==> config.mk <==
export PLATFORM = sky130hd
export DESIGN_NAME = auth_sched
export DESIGN_NICKNAME = d
export VERILOG_FILES = /design/src/rtl/auth_sched_pkg.sv /design/src/rtl/auth_eval_window.sv /design/src/rtl/auth_tick_timer.sv /design/src/rtl/auth_round_fsm.sv /design/src/rtl/auth_sched.sv
export SDC_FILE = /design/constraint.sdc
export NUM_CORES = 1
export LEC_CHECK = 0
export BUFFER_PORTS_ARGS = -buffer_cell sky130_fd_sc_hd__buf_2
export CAP_MARGIN = 30
export CORE_MARGIN = 3
export CORE_UTILIZATION = 60
export DETAILED_ROUTE_END_ITERATION = 10
export PLACE_DENSITY = 0.77
export SETUP_SLACK_MARGIN = 0.02
export SYNTH_ARGS = -nofsm -noshare
export SYNTH_HDL_FRONTEND = slang
export SYNTH_SLANG_ARGS = --single-unit
==> constraint.sdc <==
create_clock -name clk -period 2.84 [get_ports clk]
set_input_delay 0.284 -clock clk [delete_from_list [all_inputs] [get_ports clk]]
set_output_delay 0.284 -clock clk [all_outputs]
set_load 0.01 [all_outputs]
==> src/rtl/auth_sched_pkg.sv <==
package auth_sched_pkg;

  typedef enum logic [2:0] {
    PH_STARTUP = 3'd0,
    PH_ISSUE   = 3'd1,
    PH_AWAIT   = 3'd2,
    PH_IDLE    = 3'd3,
    PH_PERIOD  = 3'd4
  } phase_e;

  // Largest of three durations, used to size the shared tick timer.
  function automatic longint unsigned max3(input longint unsigned a,
                                           input longint unsigned b,
                                           input longint unsigned c);
    longint unsigned m;
    m = (a > b) ? a : b;
    return (m > c) ? m : c;
  endfunction

  // Attempt number that goes with a challenge about to be issued.
  function automatic int unsigned next_attempt(input int unsigned cur,
                                               input bit fresh_round);
    return fresh_round ? 1 : cur + 1;
  endfunction

  // A failed attempt ends the round once the limit has been used.
  function automatic bit attempts_left(input int unsigned cur,
                                       input int unsigned limit);
    return cur < limit;
  endfunction

  // Gate: open window lets traffic through, afterwards authorization rules.
  function automatic bit gate_open(input bit expired, input bit authorized);
    return !expired || authorized;
  endfunction

endpackage

==> src/rtl/auth_eval_window.sv <==
module auth_eval_window #(
  parameter longint unsigned EVAL_TICKS = 64'd720_000_000_000
) (
  input  logic clk,
  input  logic rst_n,
  output logic expired_o
);
  localparam int CW = $clog2(EVAL_TICKS + 1);

  logic [CW-1:0] elapsed_q;
  logic          expired_q;
  logic          last_tick;

  assign last_tick = (elapsed_q == CW'(EVAL_TICKS - 1));

  always_ff @(posedge clk or negedge rst_n) begin
    if (!rst_n) begin
      elapsed_q <= '0;
      expired_q <= 1'b0;
    end else if (!expired_q) begin
      elapsed_q <= elapsed_q + 1'b1;
      if (last_tick) expired_q <= 1'b1;
    end
  end

  assign expired_o = expired_q;
endmodule

==> src/rtl/auth_tick_timer.sv <==
module auth_tick_timer #(
  parameter int              TW        = 8,
  parameter longint unsigned RESET_VAL = 64'd0
) (
  input  logic          clk,
  input  logic          rst_n,
  input  logic          load_i,
  input  logic [TW-1:0] load_val_i,
  output logic          done_o
);
  logic [TW-1:0] cnt_q;

  always_ff @(posedge clk or negedge rst_n) begin
    if (!rst_n)              cnt_q <= TW'(RESET_VAL);
    else if (load_i)         cnt_q <= load_val_i;
    else if (cnt_q != '0)    cnt_q <= cnt_q - 1'b1;
  end

  assign done_o = (cnt_q == '0);
endmodule

==> src/rtl/auth_round_fsm.sv <==
module auth_round_fsm
  import auth_sched_pkg::*;
#(
  parameter int              TW           = 8,
  parameter int              AW           = 3,
  parameter int unsigned     MAX_ATTEMPTS = 4,
  parameter longint unsigned RESP_TIMEOUT = 64'd10,
  parameter longint unsigned PERIOD_TICKS = 64'd100
) (
  input  logic          clk,
  input  logic          rst_n,
  input  logic          expired_i,
  input  logic          tmr_done_i,
  input  logic          resp_valid_i,
  input  logic          resp_ok_i,
  output logic          tmr_load_o,
  output logic [TW-1:0] tmr_val_o,
  output logic          chal_o,
  output logic          authorized_o,
  output logic          abort_o,
  output logic [AW-1:0] attempt_o,
  output logic          good_evt_o,
  output logic          fail_evt_o
);
  phase_e        phase_q, phase_d;
  logic          auth_q, abort_q;
  logic [AW-1:0] att_q;
  logic          issue_next, fresh_round, round_end;
  logic          bad_evt, timeout_evt, can_retry;

  assign good_evt_o  = (phase_q == PH_AWAIT) && resp_valid_i && resp_ok_i;
  assign bad_evt     = (phase_q == PH_AWAIT) && resp_valid_i && !resp_ok_i;
  assign timeout_evt = (phase_q == PH_AWAIT) && !resp_valid_i && tmr_done_i;
  assign fail_evt_o  = bad_evt || timeout_evt;
  assign can_retry   = attempts_left(int'(att_q), MAX_ATTEMPTS);

  always_comb begin
    phase_d     = phase_q;
    tmr_load_o  = 1'b0;
    tmr_val_o   = '0;
    issue_next  = 1'b0;
    fresh_round = 1'b0;
    round_end   = 1'b0;
    unique case (phase_q)
      PH_STARTUP: begin
        if (tmr_done_i) begin
          phase_d     = PH_ISSUE;
          issue_next  = 1'b1;
          fresh_round = 1'b1;
        end
      end
      PH_ISSUE: begin
        phase_d    = PH_AWAIT;
        tmr_load_o = 1'b1;
        tmr_val_o  = TW'(RESP_TIMEOUT);
      end
      PH_AWAIT: begin
        if (good_evt_o) begin
          round_end = 1'b1;
        end else if (fail_evt_o) begin
          if (can_retry) begin
            phase_d    = PH_ISSUE;
            issue_next = 1'b1;
          end else begin
            round_end = 1'b1;
          end
        end
        if (round_end) begin
          if (expired_i) begin
            phase_d    = PH_PERIOD;
            tmr_load_o = 1'b1;
            tmr_val_o  = TW'(PERIOD_TICKS);
          end else begin
            phase_d = PH_IDLE;
          end
        end
      end
      PH_IDLE: begin
        if (expired_i) begin
          phase_d    = PH_PERIOD;
          tmr_load_o = 1'b1;
          tmr_val_o  = TW'(PERIOD_TICKS);
        end
      end
      PH_PERIOD: begin
        if (tmr_done_i) begin
          phase_d     = PH_ISSUE;
          issue_next  = 1'b1;
          fresh_round = 1'b1;
        end
      end
      default: phase_d = PH_IDLE;
    endcase
  end

  always_ff @(posedge clk or negedge rst_n) begin
    if (!rst_n) begin
      phase_q <= PH_STARTUP;
      auth_q  <= 1'b0;
      abort_q <= 1'b0;
      att_q   <= '0;
    end else begin
      phase_q <= phase_d;
      if (issue_next)  att_q <= AW'(next_attempt(int'(att_q), fresh_round));
      if (fresh_round) abort_q <= 1'b0;
      else if (fail_evt_o && !can_retry) abort_q <= 1'b1;
      if (good_evt_o)      auth_q <= 1'b1;
      else if (fail_evt_o) auth_q <= 1'b0;
    end
  end

  assign chal_o       = (phase_q == PH_ISSUE);
  assign authorized_o = auth_q;
  assign abort_o      = abort_q;
  assign attempt_o    = att_q;
endmodule

==> src/rtl/auth_sched.sv <==
module auth_sched
  import auth_sched_pkg::*;
#(
  parameter longint unsigned EVAL_TICKS   = 64'd720_000_000_000,
  parameter longint unsigned PERIOD_TICKS = 64'd6_000_000_000,
  parameter longint unsigned RESP_TIMEOUT = 64'd10_000_000,
  parameter longint unsigned START_DELAY  = 64'd1_000,
  parameter int unsigned     MAX_ATTEMPTS = 4,
  localparam int             AW           = $clog2(MAX_ATTEMPTS + 1)
) (
  input  logic          clk,
  input  logic          rst_n,
  input  logic          resp_valid_i,
  input  logic          resp_ok_i,
  output logic          chal_valid_o,
  output logic          authorized_o,
  output logic          traffic_en_o,
  output logic          abort_o,
  output logic [AW-1:0] attempt_cnt_o
);
  localparam longint unsigned TMAX = max3(START_DELAY, RESP_TIMEOUT, PERIOD_TICKS);
  localparam int              TW   = (TMAX < 2) ? 1 : $clog2(TMAX + 1);

  logic          win_expired;
  logic          tmr_done, tmr_load;
  logic [TW-1:0] tmr_val;
  logic          good_evt, fail_evt;

  auth_eval_window #(.EVAL_TICKS(EVAL_TICKS)) u_window (
    .clk       (clk),
    .rst_n     (rst_n),
    .expired_o (win_expired)
  );

  auth_tick_timer #(.TW(TW), .RESET_VAL(START_DELAY)) u_timer (
    .clk        (clk),
    .rst_n      (rst_n),
    .load_i     (tmr_load),
    .load_val_i (tmr_val),
    .done_o     (tmr_done)
  );

  auth_round_fsm #(
    .TW           (TW),
    .AW           (AW),
    .MAX_ATTEMPTS (MAX_ATTEMPTS),
    .RESP_TIMEOUT (RESP_TIMEOUT),
    .PERIOD_TICKS (PERIOD_TICKS)
  ) u_fsm (
    .clk          (clk),
    .rst_n        (rst_n),
    .expired_i    (win_expired),
    .tmr_done_i   (tmr_done),
    .resp_valid_i (resp_valid_i),
    .resp_ok_i    (resp_ok_i),
    .tmr_load_o   (tmr_load),
    .tmr_val_o    (tmr_val),
    .chal_o       (chal_valid_o),
    .authorized_o (authorized_o),
    .abort_o      (abort_o),
    .attempt_o    (attempt_cnt_o),
    .good_evt_o   (good_evt),
    .fail_evt_o   (fail_evt)
  );

  assign traffic_en_o = gate_open(win_expired, authorized_o);
endmodule

==> metrics, run 1 <==
Die Ht=90.7 um; metal3 WL=365 um; H-tree depth=3; DR top layer=met4; flip-flop and latch area=2060 um^2; fin. max-slew vios=0; Avg Inst Size Synth=10.5 um^2; maxcap violations=0; slew margin rel.=0.513; worst-skew pair later-pin latency=360 ps; mux share of post-synthesis cell area=0.00843; clk_skew=14.4 ps; Sink Count=82; largest buffer count on any clock path=2; Post-synth EDFFs=0; Synth Area in Simple Gates=0.270; CP max-delay cell=nor4_1; post-synthesis compound-gate area fraction=0.100; final net count=428; ys async rst share=1.00; Final ANT Viol Nets=0; dpl hpwl=6.20 mm; cell count after synthesis=408; worst setup path class=reg2reg; TritonCTS Buffers=9; crit path DAT=2700 ps; layout cells sized above 1=0.141; antenna violations before repair=0; Met1 Wirelength=3.78 mm; num ports=11; drt wl/cell=16.6 um; Worst VDD drop=254 uV; HP Class=in2reg; Seq cells post-synth=82; Initial Util=0.627; post-route minimum period=2450 ps; Cell Rows=30; Area growth syn-to-layout=8.69%; root buf cell=clkbuf_8; slowest stage delay, CP=550 ps; Core Region=6870 um^2; die area=8230 um^2; required time of the worst setup path=3090 ps; GR Overflow Total=0; total number of vias=3195; worst slew pin tran=727 ps; syn nets=416; Final setup violation count=0; Port Buf Inserts=10; Final Wtd Congestion=0.845; synthesized area=4300 um^2; R2R depth=5; Global Route Usage Sum=0.220; crit path capture type=register; final hold vios=0; worst hold stages=3; largest net degree at the start of global routing=50; design area=4680 um^2; global-route wire length before repair=14.7 mm; Post-Route WL=8.67 mm; Post-Synth XOR/XNOR Area=0.106; status=finished, final reports clean; TritonRoute pass-1 iters=4; number of distinct library cells after synthesis=63; Cell Pwr Density=445 nW/um^2; prevailing post-synth register cell=dfrtp_1; die extent in x=90.7 um; largest family of logic cells by synthesized area=simple AND/OR/NAND/NOR gates; crit start category=register; clock slew at reported path FFs=90 ps; synth warn=0; Worst Slack Setup Final=389 ps; RSZ-0062 raised after global routing=no; fillers=547; Hold Buf Count CTS=1; Residual DRC=0; routed wl met2=4.38 mm; Leak=1.98 nW; Final period util=0.863; critical path cell sequence=nor4_1, nand4_1, nor3_2, a31oi_1, and3_1; initial DRC count=175; CTS tree=done; Seq/Total Area, Yosys=0.478; number of global-route vias before repair=3089; post-CTS setup buffers=0; final setup TNS=0 ps; post-synthesis adder-cell area fraction=0.0116; fmax=0.408 GHz; multi-input gate area in the final layout=2140 um^2; Placement Setup Slack=516 ps; CP Max Fanout=10; Ant. Diodes=0; DP Area=4460 um^2; drt via density=6.13; number of gates resized after CTS=0
-- layer usage --
layer,vias up,GRT usage
li1,1525,-
met1,1569,0.288
met2,81,0.369
met3,20,0.0350
met4,0,0.0804
met5,-,0
-- worst paths after layout --
kind | to | start | slack (ps)
min in group asynchronous | u_window.elapsed_q[19] | rst_n | 420
max | u_fsm.phase_q[0] | u_timer.cnt_q[12] | 390
max in group asynchronous | u_timer.cnt_q[26] | rst_n | 1850
min | u_fsm.authorized_o | resp_ok_i | 310
min reg2reg | u_window.elapsed_q[34] | u_window.elapsed_q[34] | 470
max reg2reg | u_fsm.phase_q[0] | u_timer.cnt_q[12] | 390
-- final cells by class --
cell class	count	share of cell area
multi-input cells	304	0.457
clock buffers	10	0.0294
repair buffers	18	0.0289
well taps	96	0.0257
flip-flops and latches	82	0.440
inverters	5	0.00401
clock inverters	6	0.0152
-- worst max-delay path, delay by kind of cell, from the launching register on --
family          cells  cell delay, ps
simple gates        4            1590
flops               1             420
compound gates      1             330
-- metrics by stage --
| step | power, mW | cells | hold slack [ps] | utilization |
|---|---|---|---|---|
| finish | 2.08 | 521 | 315 | 0.681 |
| global route | 2.14 | 521 | 326 | 0.681 |
| CTS | 2.10 | 521 | 313 | 0.681 |
| detailed placement | 1.22 | 504 | 264 | 0.649 |
| global placement | 1.22 | 503 | 461 | 0.645 |
| floorplan | 1.19 | 408 | -11.6 | - |
-- cell usage in the layout, fill, tap and decap left out, types with 5 or more instances in the layout --
cell type  instances
dfrtp_1           76
xnor2_1           35
nand3_1           28
nand2_1           24
nor2_1            20
nand4_1           19
xor2_1            17
o21ai_0           17
a21oi_1           15
or4_1             13
or3_1             11
o31ai_1           11
clkbuf_8          10
buf_2              9
nor4_1             7
buf_4              7
and3_1             6
nor3_1             6
dfstp_2            6
inv_1              5
and4_1             5
-- cell families after synthesis --
group / Yosys count
simple gates: 180
flops: 82
compound gates: 65
xor+xnor: 52
buf+inv: 22
fa+ha+maj: 4
mux: 3
-- state kept, by name (all words and copies together) (netlist names) --
signal	count
u_fsm.abort_o	1
u_fsm.attempt_o	3
u_fsm.authorized_o	1
u_fsm.phase_q	3
u_timer.cnt_q	33
u_window.elapsed_q	40
u_window.expired_o	1
-- power by group --
part / total [mW] / switching [mW] / internal (mW)
Clock: 0.882 / 0.444 / 0.438
Sequential: 1.17 / 0 / 1.17
Combinational: 0.0335 / 0.0254 / 0.00806
Total: 2.08 / 0.470 / 1.61
-- synth_stat cells (10+ instances only) --
cell type  instances  share of area
a21oi_1           15          0.017
clkbuf_1          10         0.0087
dfrtp_1           76           0.44
nand2_1           24          0.021
nand3_1           28          0.033
nand4_1           19          0.028
nor2_1            20          0.017
o21ai_0           17          0.020
o31ai_1           11          0.019
or3_1             11          0.016
or4_1             13          0.023
xnor2_1           35          0.071
xor2_1            17          0.035
No activity file was read; power rests on OpenSTA's default activity.
==> run 2: changes to the inputs <==
- REMOVE_ABC_BUFFERS: not set -> 1
==> metrics, run 2 (synthesized netlist as in run 1, its figures left out) <==
status=finished, final reports clean; Cell Rows=30 (unchanged); TritonRoute pass-1 iters=5 (+1); Non-Filler Instances=522 (+0.19%); HP Class=in2reg; Core Region=6870 um^2 (unchanged); number of gates resized after CTS=0 (unchanged); layout cells sized above 1=0.143 (+0.00202); Area growth syn-to-layout=8.11%; clock slew at reported path FFs=80 ps (about the same); worst setup path class=reg2reg; max FFs per register=40 (unchanged); Final ANT Viol Nets=0 (unchanged); global-route wire length before repair=14.7 mm (about the same); Cell Pwr Density=418 nW/um^2 (-6.0%); Final Wtd Congestion=0.904 (+7.0%); initial DRC count=177 (+1.1%); antenna violations before repair=0 (unchanged); largest buffer count on any clock path=2 (unchanged); Leak=1.98 nW (about the same); largest net degree at the start of global routing=52 (+4.0%); slew margin rel.=0.488 (-0.0255); GR Overflow Total=0 (unchanged); Sink Count=82 (unchanged); crit start category=register; root buf cell=clkbuf_8; final net count=430 (+0.47%); final hold vios=0 (unchanged); Port Buf Inserts=10 (unchanged); CP Max Fanout=10 (unchanged); Global Route Usage Sum=0.219 (-0.00131); Final setup violation count=0 (unchanged); Worst VDD drop=246 uV (-3.3%); num ports=11 (unchanged); post-route minimum period=2370 ps (-77.1 ps); most flop-heavy register=u_window.elapsed_q; die extent in x=90.7 um (unchanged); worst-skew pair later-pin latency=350 ps (about the same); drt via density=6.07 (-1.0%); maxcap violations=0 (unchanged); worst slew pin tran=765 ps (+38.1 ps); Post-Route WL=8.38 mm (-3.4%); crit path DAT=2610 ps (-90 ps); dpl hpwl=5.92 mm (-4.6%); drt wl/cell=16.0 um (-3.6%); TritonCTS Buffers=9 (unchanged); Worst R2R Setup Slack=470 ps (+80 ps); crit path capture type=register; die area=8230 um^2 (unchanged); CTS tree=done; clk_skew=11.9 ps (-2.53 ps); Die Ht=90.7 um (unchanged); most common cell after layout, fill and taps aside=dfrtp_1; fmax=0.421 GHz (+3.2%); fin. max-slew vios=0 (unchanged); biggest regs=u_window.elapsed_q: 40 flops, u_timer.cnt_q: 33 flops; final setup TNS=0 ps (unchanged); Final period util=0.836 (-0.0271); H-tree depth=3 (unchanged); Ant. Diodes=0 (unchanged); dpl cells=506 (+0.40%); RSZ-0062 raised after global routing=no; commonest cells after routing, fill and taps aside=dfrtp_1 (76), xnor2_1 (35), nand3_1 (28); Residual DRC=0 (unchanged); Initial Util=0.627 (unchanged); required time of the worst setup path=3080 ps (about the same); total number of vias=3168 (-0.85%); number of global-route vias before repair=3093 (+0.13%)
run 2: final cells by class:
class | instances | area, um^2
clock inverters | 5 | 31.3
repair buffers | 20 | 150
fillers | 524 | 2220
inverters | 5 | 18.8
well taps | 96 | 120
clock buffers | 10 | 138
multi-input cells | 304 | 2140
flip-flops and latches | 82 | 2060
run 2: timing repair:
action / 4_1_cts / 5_1_grt
endpoints found under the hold margin: 31 / 0
hold buffers: 1 / 0
setup endpoints to repair: 0 / 0
buffers inserted: 0 / 0
run 2: worst paths after layout:
check / depth (start not counted) / startpoint / endpoint
hold reg to reg: 1 / u_window.elapsed_q[7] / u_window.elapsed_q[7]
min in group asynchronous: 2 / rst_n / u_window.elapsed_q[12]
setup reg to reg: 5 / u_timer.cnt_q[8] / u_fsm.phase_q[0]
max in group asynchronous: 3 / rst_n / u_timer.cnt_q[3]
hold / removal: 3 / resp_ok_i / u_fsm.authorized_o
setup / recovery: 5 / u_timer.cnt_q[8] / u_fsm.phase_q[0]
run 2: metrics by stage:
stage	util	cell area, um^2	power, mW	worst slack [ps]	hold slack, ps
3_3_place_gp	0.647	4450	1.22	594	454
5_1_grt	0.677	4650	2.02	239	341
3_5_place_dp	0.651	4470	1.22	516	256
2_1_floorplan	-	4210	1.19	554	-11.6
4_1_cts	0.677	4650	1.97	480	314
6_report	0.677	4650	1.95	466	329
run 2: critical path: stages, from the launching register on:
cell	delay, ps
dfstp_2	390
nor4_1	500
nand4_1	360
nor3_2	410
a31oi_1	350
and3_1	260
run 2: metal layers:
metal | global-route usage | share of wire
met1 | 0.294 | 0.46
met2 | 0.359 | 0.49
met3 | 0.0325 | 0.030
met4 | 0.0829 | 0.014
met5 | 0 | 0
run 2: power breakdown:
part,total (mW),internal [mW],switching (mW)
Clock,0.746,0.334,0.412
Sequential,1.17,1.17,0
Combinational,0.0341,0.00806,0.0260
Total,1.95,1.51,0.438
==> run 3: changes to the inputs <==
- CORE_UTILIZATION: 60 -> 56
- PLACE_DENSITY: 0.77 -> 0.76
- clock period: 2.84 -> 2.1 ns (I/O delays scaled with it)
==> metrics, run 3 (synthesized netlist as in run 1, its figures left out) <==
Cell Pwr Density=548 nW/um^2 (+31%); layout cells sized above 1=0.279 (+0.136); Area growth syn-to-layout=22.0%; clock slew at reported path FFs=80 ps (about the same); Worst Slack Setup Final=-57.8 ps (-524 ps); Logic pwr share=0.016 (-0.002); required time of the worst setup path=2340 ps (-740 ps); multi-input gate area in the final layout=2270 um^2 (+6.3%); Final period util=1.03 (+0.192); initial DRC count=209 (+18%); HP Class=in2reg; most common cell after layout, fill and taps aside=dfrtp_1; crit path capture type=register; Worst R2R Setup Slack=-60 ps (-520 ps); die extent in x=93.7 um (+3.3%); final net count=476 (+11%); crit start category=register; Critical Path End=u_timer.cnt_q[16]; clk_skew=10.8 ps (-1.05 ps); design area=5250 um^2 (+13%); Initial Util=0.584 (-0.0426); CP Max Fanout=7 (-3); RSZ-0062 raised after global routing=yes; TritonRoute pass-1 iters=6 (+1); GR Overflow Total=0 (unchanged); Die Ht=93.7 um (+3.3%); num ports=11 (unchanged); fillers=517 (-1.3%); post-route minimum period=2160 ps (-216 ps); global-route wire length before repair=15.9 mm (+8.2%); TritonCTS Buffers=9 (unchanged); Clock Power Share=0.436 (+0.053); antenna violations before repair=0 (unchanged); Final setup violation count=2 (+2); largest net degree at the start of global routing=46 (-12%); most flop-heavy register=u_window.elapsed_q; Sw Pwr=0.614 mW (+40%); Residual DRC=0 (unchanged); Worst VDD drop=360 uV (+47%); internal power=2.26 mW (+50%); root buf cell=clkbuf_8; Post-Route WL=10.2 mm (+21%); die area=8770 um^2 (+6.7%); Cell Rows=31 (+3.3%); largest buffer count on any clock path=2 (unchanged); failing checks=negative setup slack; slew margin rel.=0.607 (+0.119); R2R depth=6 (+1); fin. max-slew vios=0 (unchanged); drt wl/cell=17.8 um (+11%); Core Region=7370 um^2 (+7.3%); Port Buf Inserts=10 (unchanged); Switching Share=0.214 (-0.0116); Final Wtd Congestion=0.871 (-3.7%); DP Area=4750 um^2 (+6.2%); total number of vias=3468 (+9.5%); drt via density=6.06 (about the same); number of global-route vias before repair=3325 (+7.5%); Critical Path Start=u_timer.cnt_q[24]; fmax=0.463 GHz (+10%); worst slew pin tran=590 ps (-175 ps); Global Route Usage Sum=0.234 (+0.0148); Leak=2.29 nW (+16%); CTS tree=done; Ant. Diodes=0 (unchanged); r2r startpoint=u_timer.cnt_q[24]; worst-skew pair later-pin latency=360 ps (about the same); r2r endpoint=u_timer.cnt_q[16]; Sink Count=82 (unchanged); status=finished, violations left; biggest regs=u_window.elapsed_q: 40 flops, u_timer.cnt_q: 33 flops; Final Util=0.712 (+0.0350); worst setup path class=reg2reg; flip-flop and latch area=2060 um^2 (about the same); crit path DAT=2400 ps (-210 ps); max FFs per register=40 (unchanged); commonest cells after routing, fill and taps aside=dfrtp_1 (75), buf_4 (46), xnor2_1 (34); Seq pwr share=0.549 (-0.050); final hold vios=0 (unchanged); Final ANT Viol Nets=0 (unchanged); maxcap violations=0 (unchanged); H-tree depth=3 (unchanged); dpl hpwl=6.51 mm (+10%)
[run 3: repair_timing]
item	CTS	global route
hold buffers	1	0
endpoints found under the hold margin	44	0
setup endpoints to repair	14	37
cloned	0	1
buffers inserted	1	8
gates resized for setup	9	30
pin swaps	4	15
[run 3: stage by stage]
step | setup TNS [ps] | setup slack [ps] | cells | hold slack, ps | total power [mW]
final | -71.7 | -57.8 | 572 | 254 | 2.88
after global routing | -1170 | -142 | 572 | 234 | 2.98
after CTS | 0 | 21.3 | 563 | 228 | 2.90
after detailed placement | -141 | -64.3 | 545 | 254 | 1.65
after global placement | -35.2 | -35.2 | 545 | 251 | 1.65
after floorplan | -775 | -186 | 391 | -85.6 | 1.61
[run 3: worst min-delay path by stage]
stage | startpoint | to | slack, ps | cells past startpoint
2_1_floorplan | rst_n | u_fsm.abort_o | -90 | 0
3_3_place_gp | rst_n | u_window.elapsed_q[36] | 250 | 1
3_5_place_dp | rst_n | u_window.elapsed_q[38] | 250 | 1
4_1_cts | resp_ok_i | u_fsm.authorized_o | 230 | 3
5_1_grt | resp_ok_i | u_fsm.authorized_o | 230 | 3
6_report | resp_ok_i | u_fsm.authorized_o | 250 | 3
[run 3: worst max-delay path, stage by stage, from the launching register on]
cell      delay (ps)
dfrtp_1          390
or4_4            560
nand4b_4         180
o211ai_1         500
buf_4            210
xor2_1           140
nor2_1            50
[run 3: routing by layer]
metal,share of wire,vias up,GRT usage
li1,-,1632,-
met1,0.42,1727,0.288
met2,0.52,86,0.398
met3,0.040,23,0.0665
met4,0.021,0,0.0710
met5,0,-,0
[run 3: cell type report]
type	count	share of cell area
well taps	99	0.0236
flip-flops and latches	82	0.393
multi-input cells	304	0.433
inverters	5	0.00357
clock inverters	6	0.0174
clock buffers	10	0.0243
repair buffers	66	0.106
[run 3: power groups by stage]
stage               combinational [mW]  sequential, mW  clock (mW)
finish                          0.0451            1.58        1.25
global route                    0.0515            1.58        1.35
CTS                             0.0468            1.58        1.27
detailed placement              0.0452            1.61           0
global placement                0.0450            1.61           0
floorplan                      0.00292            1.61           0
